[config.mk]
export PLATFORM = sky130hd
export DESIGN_NAME = dchain_dma
export DESIGN_NICKNAME = d
export VERILOG_FILES = /design/src/rtl/dchain_pkg.sv /design/src/rtl/dchain_mover.sv /design/src/rtl/dchain_irq.sv /design/src/rtl/dchain_ctrl.sv /design/src/rtl/dchain_dma.sv
export SDC_FILE = /design/constraint.sdc
export NUM_CORES = 1
export LEC_CHECK = 0
export ABC_AREA = 1
export BUFFER_PORTS_ARGS = -buffer_cell sky130_fd_sc_hd__clkbuf_2
export CAP_MARGIN = 30
export CORE_MARGIN = 3
export CORE_UTILIZATION = 40
export DETAILED_ROUTE_END_ITERATION = 10
export HOLD_SLACK_MARGIN = 0.08
export PLACE_DENSITY = 0.79
export SLEW_MARGIN = 20
export SYNTH_ARGS = -nofsm -noshare
export SYNTH_HDL_FRONTEND = slang
export SYNTH_SLANG_ARGS = --single-unit
[constraint.sdc]
create_clock -name clk -period 2.9 [get_ports clk]
set_input_delay 0.145 -clock clk [delete_from_list [all_inputs] [get_ports clk]]
set_output_delay 0.145 -clock clk [all_outputs]
set_load 0.01 [all_outputs]
[src/rtl/dchain_pkg.sv]
package dchain_pkg;
    localparam int CMD_W      = 32;
    localparam int BYTES_MSB  = 12;
    localparam int BEAT_SHIFT = 3;
    localparam int IEN_BIT    = 21;
    localparam int BEAT_CNT_W = BYTES_MSB + 1 - BEAT_SHIFT;

    typedef enum logic [2:0] {
        ST_IDLE,
        ST_FETCH,
        ST_LATCH,
        ST_MOVE,
        ST_ADVANCE
    } walk_state_t;
endpackage

[src/rtl/dchain_mover.sv]
module dchain_mover #(
    parameter int TADDR_W = 16,
    parameter int CNT_W   = 10
) (
    input  logic               clk,
    input  logic               rst_n,
    input  logic               load,
    input  logic [CNT_W-1:0]   load_beats,
    input  logic [TADDR_W-1:0] load_addr,
    input  logic               active,
    input  logic               fifo_valid,
    output logic               fifo_ready,
    output logic               wr_en,
    output logic [TADDR_W-1:0] wr_addr,
    output logic               last_beat
);
    localparam logic [TADDR_W-1:0] BEAT_BYTES = TADDR_W'(8);

    logic [CNT_W-1:0]   left_q;
    logic [TADDR_W-1:0] addr_q;

    always_ff @(posedge clk or negedge rst_n) begin
        if (!rst_n) begin
            left_q <= '0;
            addr_q <= '0;
        end else if (load) begin
            left_q <= load_beats;
            addr_q <= load_addr;
        end else if (wr_en) begin
            left_q <= left_q - 1'b1;
            addr_q <= addr_q + BEAT_BYTES;
        end
    end

    always_comb begin
        fifo_ready = active;
        wr_en      = active && fifo_valid;
        wr_addr    = addr_q;
        last_beat  = wr_en && (left_q == CNT_W'(1));
    end

    // the move phase never runs with no beats left
    p_no_underflow_r2: assert property (@(posedge clk) disable iff (!rst_n)
        active |-> (left_q != '0));
endmodule

[src/rtl/dchain_irq.sv]
module dchain_irq (
    input  logic clk,
    input  logic rst_n,
    input  logic set,
    input  logic ack,
    output logic level
);
    always_ff @(posedge clk or negedge rst_n) begin
        if (!rst_n)   level <= 1'b0;
        else if (set) level <= 1'b1;
        else if (ack) level <= 1'b0;
    end

    // the level holds until acknowledged
    p_irq_hold_r3: assert property (@(posedge clk) disable iff (!rst_n)
        (level && !ack) |=> level);
endmodule

[src/rtl/dchain_ctrl.sv]
module dchain_ctrl
    import dchain_pkg::*;
#(
    parameter int DADDR_W = 6
) (
    input  logic               clk,
    input  logic               rst_n,
    input  logic               start,
    input  logic [DADDR_W-1:0] start_addr,
    input  logic [DADDR_W-1:0] d_next,
    input  logic               d_ien,
    input  logic               d_empty,
    input  logic               mv_last,
    output logic               desc_rd_en,
    output logic [DADDR_W-1:0] desc_rd_addr,
    output logic               mv_load,
    output logic               mv_active,
    output logic               irq_set,
    output logic [DADDR_W-1:0] cur_addr,
    output logic               running
);
    localparam logic [DADDR_W-1:0] STOP_ADDR = '1;

    walk_state_t        state_q, state_d;
    logic [DADDR_W-1:0] cur_q, next_q;
    logic               ien_q;

    always_comb begin
        state_d = state_q;
        unique case (state_q)
            ST_IDLE:    if (start && start_addr != STOP_ADDR) state_d = ST_FETCH;
            ST_FETCH:   state_d = ST_LATCH;
            ST_LATCH:   state_d = d_empty ? ST_ADVANCE : ST_MOVE;
            ST_MOVE:    if (mv_last) state_d = ST_ADVANCE;
            ST_ADVANCE: state_d = (next_q == STOP_ADDR) ? ST_IDLE : ST_FETCH;
            default:    state_d = ST_IDLE;
        endcase
    end

    always_ff @(posedge clk or negedge rst_n) begin
        if (!rst_n) begin
            state_q <= ST_IDLE;
            cur_q   <= STOP_ADDR;
            next_q  <= STOP_ADDR;
            ien_q   <= 1'b0;
        end else begin
            state_q <= state_d;
            if (state_q == ST_IDLE && start) cur_q <= start_addr;
            if (state_q == ST_ADVANCE)       cur_q <= next_q;
            if (state_q == ST_LATCH) begin
                next_q <= d_next;
                ien_q  <= d_ien;
            end
        end
    end

    always_comb begin
        desc_rd_en   = (state_q == ST_FETCH);
        desc_rd_addr = cur_q;
        mv_load      = (state_q == ST_LATCH);
        mv_active    = (state_q == ST_MOVE);
        irq_set      = (state_q == ST_ADVANCE) && ien_q;
        cur_addr     = cur_q;
        running      = (state_q != ST_IDLE);
    end

    // when the channel goes idle the current address is the stop value
    p_stop_idle_r5: assert property (@(posedge clk) disable iff (!rst_n)
        $fell(running) |-> (cur_addr == STOP_ADDR));
    // a fetch is never issued for the stop value
    p_fetch_valid_r8: assert property (@(posedge clk) disable iff (!rst_n)
        desc_rd_en |-> (desc_rd_addr != STOP_ADDR));
    // a start during a run does not move the current address
    p_start_ignored_r9: assert property (@(posedge clk) disable iff (!rst_n)
        (start && running && state_q != ST_ADVANCE) |=> $stable(cur_addr));
endmodule

[src/rtl/dchain_dma.sv]
module dchain_dma
    import dchain_pkg::*;
#(
    parameter int DADDR_W = 6,
    parameter int TADDR_W = 16,
    parameter int DATA_W  = 64,
    localparam int DESC_W = DADDR_W + CMD_W + TADDR_W
) (
    input  logic               clk,
    input  logic               rst_n,
    input  logic               start,
    input  logic [DADDR_W-1:0] start_addr,
    output logic               desc_rd_en,
    output logic [DADDR_W-1:0] desc_rd_addr,
    input  logic [DESC_W-1:0]  desc_rd_data,
    input  logic               fifo_valid,
    input  logic [DATA_W-1:0]  fifo_data,
    output logic               fifo_ready,
    output logic               wr_en,
    output logic [TADDR_W-1:0] wr_addr,
    output logic [DATA_W-1:0]  wr_data,
    output logic [DADDR_W-1:0] cur_addr,
    output logic               end_irq,
    input  logic               irq_ack,
    output logic               running
);
    logic [TADDR_W-1:0]    d_target;
    logic [CMD_W-1:0]      d_cmd;
    logic [DADDR_W-1:0]    d_next;
    logic [BEAT_CNT_W-1:0] d_beats;
    logic                  d_ien, d_empty;
    logic                  mv_load, mv_active, mv_last, irq_set;

    always_comb begin
        d_target = desc_rd_data[TADDR_W-1:0];
        d_cmd    = desc_rd_data[TADDR_W +: CMD_W];
        d_next   = desc_rd_data[TADDR_W+CMD_W +: DADDR_W];
        d_beats  = d_cmd[BYTES_MSB:BEAT_SHIFT];
        d_ien    = d_cmd[IEN_BIT];
        d_empty  = (d_beats == '0);
        wr_data  = fifo_data;
    end

    dchain_ctrl #(.DADDR_W(DADDR_W)) u_ctrl (
        .clk(clk), .rst_n(rst_n), .start(start), .start_addr(start_addr),
        .d_next(d_next), .d_ien(d_ien), .d_empty(d_empty), .mv_last(mv_last),
        .desc_rd_en(desc_rd_en), .desc_rd_addr(desc_rd_addr),
        .mv_load(mv_load), .mv_active(mv_active), .irq_set(irq_set),
        .cur_addr(cur_addr), .running(running)
    );

    dchain_mover #(.TADDR_W(TADDR_W), .CNT_W(BEAT_CNT_W)) u_mover (
        .clk(clk), .rst_n(rst_n), .load(mv_load), .load_beats(d_beats),
        .load_addr(d_target), .active(mv_active), .fifo_valid(fifo_valid),
        .fifo_ready(fifo_ready), .wr_en(wr_en), .wr_addr(wr_addr),
        .last_beat(mv_last)
    );

    dchain_irq u_irq (
        .clk(clk), .rst_n(rst_n), .set(irq_set), .ack(irq_ack), .level(end_irq)
    );

    // memory writes happen only while the channel runs
    p_wr_running_r2: assert property (@(posedge clk) disable iff (!rst_n)
        wr_en |-> running);
    // a write always carries an accepted FIFO beat
    p_wr_handshake_r7: assert property (@(posedge clk) disable iff (!rst_n)
        wr_en |-> (fifo_valid && fifo_ready));
endmodule

* Word level (Yosys, flattened, before mapping) *
Index checks and enable logic that the tools add are counted.

cells by class
  shift-type cells = 0
  order comparisons = 0
  reduce and logical (&&, ||, !) cells = 12
  eq/ne operators = 9
  divide/modulo/power cells = 0
  multipliers = 0
  bitwise operators = 0
  add/sub/neg operators = 2
  mux-type cells = 13

operator list
  kind                                                 count
  2-to-1 mux 16 bit                                    2
  2-to-1 mux 10 bit                                    2
  adder 16 x 4 -> 16 bit (second input constant)       1
  case mux 3 bit (5 select lines)                      1
  2-to-1 mux 6 bit                                     2
  == test 10 x 1 -> 1 bit (second input constant)      1
  zero test 10 bit                                     1
  subtractor 10 x 1 -> 10 bit (second input constant)  1
  2-to-1 mux 3 bit                                     3
  == test 3 x 2 -> 1 bit (second input constant)       2
  == test 6 bit (second input constant)                1
  != test 6 bit (second input constant)                1
  nonzero test 2 bit                                   3
  logical AND 1 bit                                    5
  == test 3 x 1 -> 1 bit (second input constant)       1
  == test 3 bit (second input constant)                1
  zero test 3 bit                                      1
  2-to-1 mux 1 bit                                     3
  nonzero test 3 bit                                   1
  != test 2 x 1 -> 1 bit (second input constant)       1
  != test 2 bit (second input constant)                1
  AND reduction 2 bit                                  1

storage, ports and cells
  bits in read-only memories = 0
  bits in latches = 0
  memories kept = 0
  output and inout bits = 97
  logic and storage cells = 43
  bits in writable memories = 0
  flip-flop bits (word level) = 43

* Longest topological paths before layout *
Gate-level depths: netlist of the first run.

  word-level depth = 5
  gate-level depth with buffers = 10
  gate-level depth less buffers = 10

* By module *
Synthesis of the first run repeated with hierarchy kept, for this count alone.

unflattened totals
  cells, all modules = 429
  area, all modules = 3129.3 um2

by module, submodules not included
  module        instances  area each (um2)  cells each  seq. area each (um2)
  dchain_mover  1          1720.4           242         650.6
  dchain_ctrl   1          857.1            110         415.4
  dchain_dma    1          511.7            72          0.0
  dchain_irq    1          40.0             5           25.0

* Least setup slack after synthesis of the first run *
OpenSTA, ideal clock, no wires.

  path type = register to register
  from = register u_ctrl.state_q[2]
  to = register u_mover.addr_q[9], in the netlist u_mover.wr_addr[9]
  period minus slack after synthesis = 1324 ps
  cell stages (with the launch flop) = 10
  path buffers = 1
  arrival = 1200 ps
  slack = 1576 ps
  required time = 2776 ps
  path through = dfrtp_1 inv_2 nand2_2 nor2_4 nand2_4 nand2_2 inv_2 buf_4 nand2_1 nand3_1

between the ends
  longest elaborated chain between the ends = 3
  elaborated cells on any way between the ends = 5
  those cells by class = eq/ne (2); mux (1); reduce/logical (2)

RTL lines
  item                          RTL line            source
  start, declared               dchain_ctrl.sv:24   walk_state_t state_q, state_d;
  start signal, assigned        dchain_ctrl.sv:47   state_q <= state_d;
  == test 3 x 2 -> 1 bit        dchain_ctrl.sv:61   mv_active = (state_q == ST_MOVE);
  named net fifo_ready          dchain_dma.sv:18    output logic fifo_ready,
  logical AND 1 bit             dchain_mover.sv:37  wr_en = active && fifo_valid;
  nonzero test 2 bit (no line)  --
  end signal, assigned          dchain_mover.sv:28  addr_q <= load_addr;
  end signal, assigned          dchain_mover.sv:31  addr_q <= addr_q + BEAT_BYTES;
  end, declared                 dchain_mover.sv:20  logic [TADDR_W-1:0] addr_q;

The timed path passes the listed nets, and every way through them passes these cells.
A chain may end at the register's enable or synchronous reset.

* Worst setup path after layout of the first run *
  from = register u_ctrl.state_q[2]
  to = output port wr_en

between the ends
  longest elaborated chain between the ends = 2

RTL lines
  item                    RTL line            source
  == test 3 x 2 -> 1 bit  dchain_ctrl.sv:61
  logical AND 1 bit       dchain_mover.sv:37
  end, declared           dchain_dma.sv:19    output logic wr_en,

Every way passes these cells.

==> results of run 1 <==
[metal layers]
metal | track usage | up-vias | wire length (µm)
met4 | 0.0767 | 0 | 216
met2 | 0.283 | 80 | 3480
met3 | 0.0287 | 27 | 323
met1 | 0.193 | 1140 | 2890
met5 | 0 | - | 0
li1 | - | 1265 | -
[power by group]
group	internal (µW)	switching (µW)	leakage (µW)
registers	965	280	0.000506
clock network	169	216	0.0000455
logic	659	1100	0.00109
[worst paths after layout]
check,startpoint,end,cells after the start
setup / recovery,u_ctrl.state_q[2],wr_en,6
hold / removal,desc_rd_data[27],u_mover.left_q[8],3
setup reg to reg,u_ctrl.state_q[2],u_mover.wr_addr[15],9
hold reg to reg,u_mover.wr_addr[2],u_mover.wr_addr[2],2
max in group asynchronous,rst_n,u_ctrl.cur_addr[4],3
min in group asynchronous,rst_n,u_mover.wr_addr[0],2
[Yosys cell counts, types with 3 or more instances]
library cell	n	area share
dfstp_2	12	0.11
nand3_1	25	0.042
nand2_1	116	0.15
xnor2_1	3	0.0088
inv_2	5	0.0063
o21bai_1	3	0.0076
a21boi_0	3	0.0076
xor2_1	4	0.012
o21ai_0	14	0.024
nand4_1	4	0.0084
o211ai_1	6	0.015
buf_4	73	0.18
nor2_1	41	0.052
o21ai_1	4	0.0067
dfrtp_1	31	0.26
inv_1	29	0.037
a21oi_1	9	0.015
o22ai_1	3	0.0063
ha_1	3	0.013
[through the flow]
stage,cell area [µm²],cells,util
2_1_floorplan,2970,405,-
3_3_place_gp,2920,502,0.419
3_5_place_dp,2940,503,0.422
4_1_cts,3210,529,0.459
5_1_grt,3210,529,0.459
6_report,3210,529,0.459
[cells by family after synthesis]
| logic type | after synthesis | share of synthesized area |
|---|---|---|
| AO/OA/AOI/OAI | 45 | 0.0909 |
| XOR/XNOR | 7 | 0.0206 |
| adder cells (fa/ha/maj) | 3 | 0.0126 |
| buffers and inverters | 111 | 0.233 |
| flip-flops | 43 | 0.367 |
| AND/OR/NAND/NOR | 196 | 0.276 |
[final cells by class]
class | instances | area, µm² | area share
Inverter | 34 | 128 | 0.0398
Clock inverter | 2 | 11.3 | 0.00351
Multi-Input combinational cell | 251 | 1190 | 0.371
Sequential cell | 43 | 1090 | 0.340
Timing Repair Buffer | 97 | 596 | 0.186
Tap cell | 96 | 120 | 0.0375
Clock buffer | 6 | 72.6 | 0.0226
[flip-flops by register name, summed over array words and instances (netlist names)]
name / flops
u_ctrl.cur_addr: 6
u_irq.level: 1
u_ctrl.next_q: 6
u_ctrl.ien_q: 1
u_mover.wr_addr: 16
u_ctrl.state_q: 3
u_mover.left_q: 10
[cells in the final DEF (no fill, tap or decap), drive strengths merged, types with 4 or more instances in the layout]
cell         synthesis  routed
nand3               25      25
nand2              119     119
xor2                 4       4
clkbuf               2      82
inv                 34      35
o211ai               6       6
dfrtp               31      31
o21ai               18      18
nand4                4       4
a21oi               10      10
dfstp               12      12
nor2                43      43
dlygate4sd3          0      18
[worst reg2reg max path, stage by stage (launching register included)]
cell and delay [ns]:
dfrtp_1 0.44, inv_2 0.05, nand2_2 0.10, nor2_4 0.05, inv_2 0.21, nand2_2 0.22, inv_2 0.30, nor2_1 0.07
nand2_1 0.07, nand2_1 0.05
[timing repair]
| item | in CTS | in global routing |
|---|---|---|
| endpoints found under the hold margin | 30 | 0 |
| buffers inserted | 0 | 0 |
| hold buffers | 18 | 0 |
==> flow_metrics.env, run 1 <==
export IMPL_crit_type="reg2out"
export IMPL_power_uw=3390
export IMPL_grt_pass1_wl_um=11200
export IMPL_ys_ff_latch=43
export IMPL_hold_viol=0
export IMPL_place_ws_ns=1.21
export IMPL_rsz0062_at_grt="no"
export IMPL_holdWs_ns=0.0947
export IMPL_first_global_vias=2421
export IMPL_start_kind="register"
export IMPL_portBuffers=76
export IMPL_path_delay_family="buffers and inverters"
export IMPL_initial_core_util=0.426
export IMPL_postCtsResizedCells=0
export IMPL_fp_row_count=30
export IMPL_crit_arrival_ns=1.58
export IMPL_critPathBufInv=3
export IMPL_status="complete, no violations"
export IMPL_dr_first_iter_drc_count=105
export IMPL_powerDensity_nw_per_um2=1060
export IMPL_fin_crit_sh=0.596
export IMPL_cp_end_kind="primary output"
export IMPL_ys_types=30
export IMPL_clock_latency_ns=0.30
export IMPL_drive_gt1_frac=0.254
export IMPL_root_buffer="clkbuf_8"
export IMPL_gp_congestion=0.855
export IMPL_cpMostUsedCell="inv_2"
export IMPL_synth_edff_count=0
export IMPL_grt_ovfl_total=0
export IMPL_num_antenna_cells=0
export IMPL_drv_slew=0
export IMPL_synth_ff_type="dfrtp_1"
export IMPL_final_nets=564
export IMPL_tightest_slew_ns=0.518
export IMPL_dp_hpwl_um=5060
export IMPL_max_slew_margin=0.654
export IMPL_synthArstFlopShare=1.00
export IMPL_routedWlPerCell_um=13.1
export IMPL_p_leak_uw=0.00164
export IMPL_syn_area_um2=2970
export IMPL_grt_max_degree=36
export IMPL_cp_max_fo=16
export IMPL_synthCells=405
export IMPL_cts_tree="yes"
export IMPL_fin_ws_ns=1.17
export IMPL_finClkSkew_ns=0.00684
export IMPL_die_h_um=92.2
export IMPL_drt_wl_total_um=6910
export IMPL_coreArea_um2=6980
export IMPL_htree_levels=2
export IMPL_die_area_um2=8500
export IMPL_cp_cell_sequence="inv_2, nand2_2, nor2_4, nand2_4, inv_2, clkbuf_2"
export IMPL_finalSetupTns_ns=0
export IMPL_maxCapViolations=0
export IMPL_setup_viol=0
export IMPL_vdd_drop_max_uv=486
export IMPL_synth_warnings=0
export IMPL_min_path_type="in2reg"
export IMPL_cts_buffer_depth=2
export IMPL_num_vias=2512
export IMPL_cts_made_buffers=5
export IMPL_ys_seq_area_frac=0.367
export IMPL_via_per_inst=4.75
export IMPL_rrSetupSlack_ns=1.22
export IMPL_firstDrtPassIters=4
export IMPL_num_io_pins=226
export IMPL_syn_nets=537
export IMPL_antenna_found_initial=0
export IMPL_clock_sinks=43
export IMPL_post_route_min_period_ns=1.73
export IMPL_max_freq_ghz=0.579
export IMPL_cp_required_ns=2.76
export IMPL_avgSynthCellArea_um2=7.34
export IMPL_slowest_delay_ns=0.44
export IMPL_fillers=747
export IMPL_area_growth_pct=7.87
export IMPL_cts_clk_slew_worst_paths_ns=0.09
export IMPL_die_x_um=92.2
export IMPL_grt_usage=0.163
export IMPL_drtAntennaViolNets=0
export IMPL_drc=0
export IMPL_cp_slowest_cell="dfrtp_1"
(Power assumes the default switching activity.)
==> inputs of run 2 (changes only) <==
- ABC_AREA: 1 -> 0
- CORE_UTILIZATION: 40 -> 36
- PLACE_DENSITY: 0.79 -> 0.77
- clock period: 2.9 -> 1.5 ns (I/O delays scaled with it)
==> flow_metrics.env, run 2 <==
export IMPL_htree_levels=2
export IMPL_fp_row_count=31
export IMPL_largest_register_ffs=16
export IMPL_grt_ovfl_total=0
export IMPL_portBuffers=76
export IMPL_final_common_cell="clkbuf_2"
export IMPL_synthAdderAreaFrac=0.0134
export IMPL_holdWs_ns=0.0868
export IMPL_cts_buffer_depth=2
export IMPL_grt_pass1_wl_um=12700
export IMPL_use_met2=0.297
export IMPL_die_area_um2=8850
export IMPL_post_synth_top_count_cell="buf_4"
export IMPL_status="finished with violations"
export IMPL_cp_required_ns=1.69
export IMPL_root_buffer="clkbuf_8"
export IMPL_start_kind="register"
export IMPL_fillers=633
export IMPL_netlist_top_cells_count="70 x buf_4, 58 x nand2_1, 31 x dfrtp_1, 15 x o21ai_0"
export IMPL_p_leak_uw=0.00172
export IMPL_grt_max_degree=44
export IMPL_reg2reg_from="u_mover.left_q[7]"
export IMPL_synth_top_family_by_area="buffers and inverters"
export IMPL_synth_compound_area_frac=0.172
export IMPL_reg2reg_depth=5
export IMPL_setup_viol=11
export IMPL_r2r_end="u_mover.left_q[9]"
export IMPL_crit_type="reg2reg"
export IMPL_fin_crit_sh=1.13
export IMPL_powerDensity_nw_per_um2=2080
export IMPL_ys_types=47
export IMPL_synth_xor_area_share=0.00313
export IMPL_cts_tree="yes"
export IMPL_drc=0
export IMPL_clock_latency_ns=0.30
export IMPL_drt_wl_total_um=7830
export IMPL_min_path_type="in2reg"
export IMPL_hold_viol=0
export IMPL_synth_area_leaders="dfrtp_1 28%, buf_4 19%, dfstp_2 11%, nand2_1 7.8%, o21ai_0 2.7%"
export IMPL_worstSetupEndpoint="u_mover.left_q[9]"
export IMPL_max_freq_ghz=0.588
export IMPL_syn_nets=452
export IMPL_finClkSkew_ns=0.0187
export IMPL_synthArstFlopShare=1.00
export IMPL_area_growth_pct=33.0
export IMPL_synth_ff_type="dfrtp_1"
export IMPL_via_per_inst=5.27
export IMPL_die_x_um=94.1
export IMPL_gp_congestion=0.870
export IMPL_drive_gt1_frac=0.445
export IMPL_dp_hpwl_um=5380
export IMPL_post_route_min_period_ns=1.70
export IMPL_grt_use_met3=0.0441
export IMPL_switchingPower_uw=3280
export IMPL_num_io_pins=226
export IMPL_fin_ws_ns=-0.201
export IMPL_vdd_drop_max_uv=834
export IMPL_routedWlPerCell_um=15.4
export IMPL_coreArea_um2=7410
export IMPL_p_int_uw=4450
export IMPL_antenna_found_initial=0
export IMPL_cp_end_kind="register"
export IMPL_die_h_um=94.1
export IMPL_num_vias=2674
export IMPL_power_uw=7730
export IMPL_layout_common_cells="75 x clkbuf_2, 55 x nand2_1, 46 x buf_4"
export IMPL_cts_made_buffers=5
export IMPL_drtAntennaViolNets=0
export IMPL_syn_area_um2=2790
export IMPL_power_frac_comb=0.592
export IMPL_maxCapViolations=0
export IMPL_synth_area_mux_share=0
export IMPL_synth_area_leader_cell="dfrtp_1"
export IMPL_firstDrtPassIters=4
export IMPL_seqPwrFrac=0.310
export IMPL_swShare=0.424
export IMPL_place_ws_ns=-0.234
export IMPL_final_nets=538
export IMPL_grt_usage=0.178
export IMPL_cts_clk_slew_worst_paths_ns=0.09
export IMPL_violations="negative setup slack"
export IMPL_cp_max_fo=2
export IMPL_busiest_layer="met2"
export IMPL_ys_seq_area_frac=0.391
export IMPL_synth_edff_count=0
export IMPL_ys_ff_latch=43
export IMPL_dr_first_iter_drc_count=206
export IMPL_rrSetupSlack_ns=-0.20
export IMPL_clock_sinks=43
export IMPL_use_met1=0.213
export IMPL_clkPwrFrac=0.098
export IMPL_synth_simple_area_share=0.203
export IMPL_max_slew_margin=0.635
export IMPL_synth_warnings=0
export IMPL_rsz0062_at_grt="yes"
export IMPL_avgSynthCellArea_um2=8.73
export IMPL_critPathLaunch="u_mover.left_q[7]"
export IMPL_synth_top_cell_area_share=0.278
export IMPL_synthCells=320
export IMPL_first_global_vias=2693
export IMPL_crit_arrival_ns=1.90
export IMPL_tightest_slew_ns=0.548
export IMPL_drv_slew=0
export IMPL_initial_core_util=0.377
-- run 2: cells by family after synthesis --
kind of cell    Yosys count
simple gates            112
flops                    43
compound gates           70
xor+xnor                  1
buf+inv                  91
fa+ha+maj                 3
-- run 2: how the worst min path moves through the flow --
stage | start | end | slack, ns | cells after the start
3_5_place_dp | fifo_data[15] | wr_data[15] | 0.15 | 0
6_report | desc_rd_data[19] | u_mover.left_q[0] | 0.09 | 3
2_1_floorplan | rst_n | u_ctrl.ien_q | -0.22 | 0
3_3_place_gp | fifo_data[15] | wr_data[15] | 0.15 | 0
5_1_grt | start_addr[4] | u_ctrl.cur_addr[4] | 0.08 | 3
4_1_cts | desc_rd_data[19] | u_mover.left_q[0] | 0.08 | 3
-- run 2: stage by stage --
step	std cells	setup TNS (ns)	util	cell area (µm²)
2_1_floorplan	320	-0.773	-	2810
3_3_place_gp	456	-0.984	0.415	3070
3_5_place_dp	456	-1.35	0.415	3070
4_1_cts	502	-1.90	0.481	3560
5_1_grt	506	-2.10	0.501	3710
6_report	507	-1.07	0.501	3710
-- run 2: layout make-up --
| class | count | area, µm² | share of cell area |
|---|---|---|---|
| Clock inverter | 1 | 5.00 | 0.00135 |
| Multi-Input combinational cell | 186 | 1210 | 0.326 |
| Tap cell | 99 | 124 | 0.0333 |
| Inverter | 7 | 31.3 | 0.00842 |
| Sequential cell | 43 | 1090 | 0.294 |
| Timing Repair Buffer | 163 | 1160 | 0.313 |
| Clock buffer | 7 | 86.3 | 0.0232 |
| Antenna cell | 1 | 2.50 | 0.000674 |
-- run 2: power by group through the flow --
stage	clock network (µW)	registers, µW	logic (µW)
after floorplan	0	2470	2290
after global placement	0	2340	3820
after detailed placement	0	2380	3930
after CTS	784	2370	4150
after global routing	817	2470	4990
final	761	2390	4570
-- run 2: critical path, cell delays in order (launching register included) --
cell and delay [ns]:
dfrtp_1 0.39, or4_4 0.56, buf_4 0.16, o31a_2 0.31, o21ai_1 0.12, nand2_1 0.06
-- run 2: layer usage --
metal	routed length [µm]	up-vias	share of wire
li1	-	1239	-
met1	3110	1293	0.40
met2	4040	113	0.52
met3	509	29	0.065
met4	170	0	0.022
met5	0	-	0
-- run 2: repair_timing --
action / CTS / global route
hold buffers: 35 / 0
buffers inserted: 3 / 4
endpoints found under the setup margin: 22 / 34
gates cloned: 0 / 0
endpoints found under the hold margin: 65 / 0
pin swaps: 6 / 10
gates resized for setup: 7 / 36
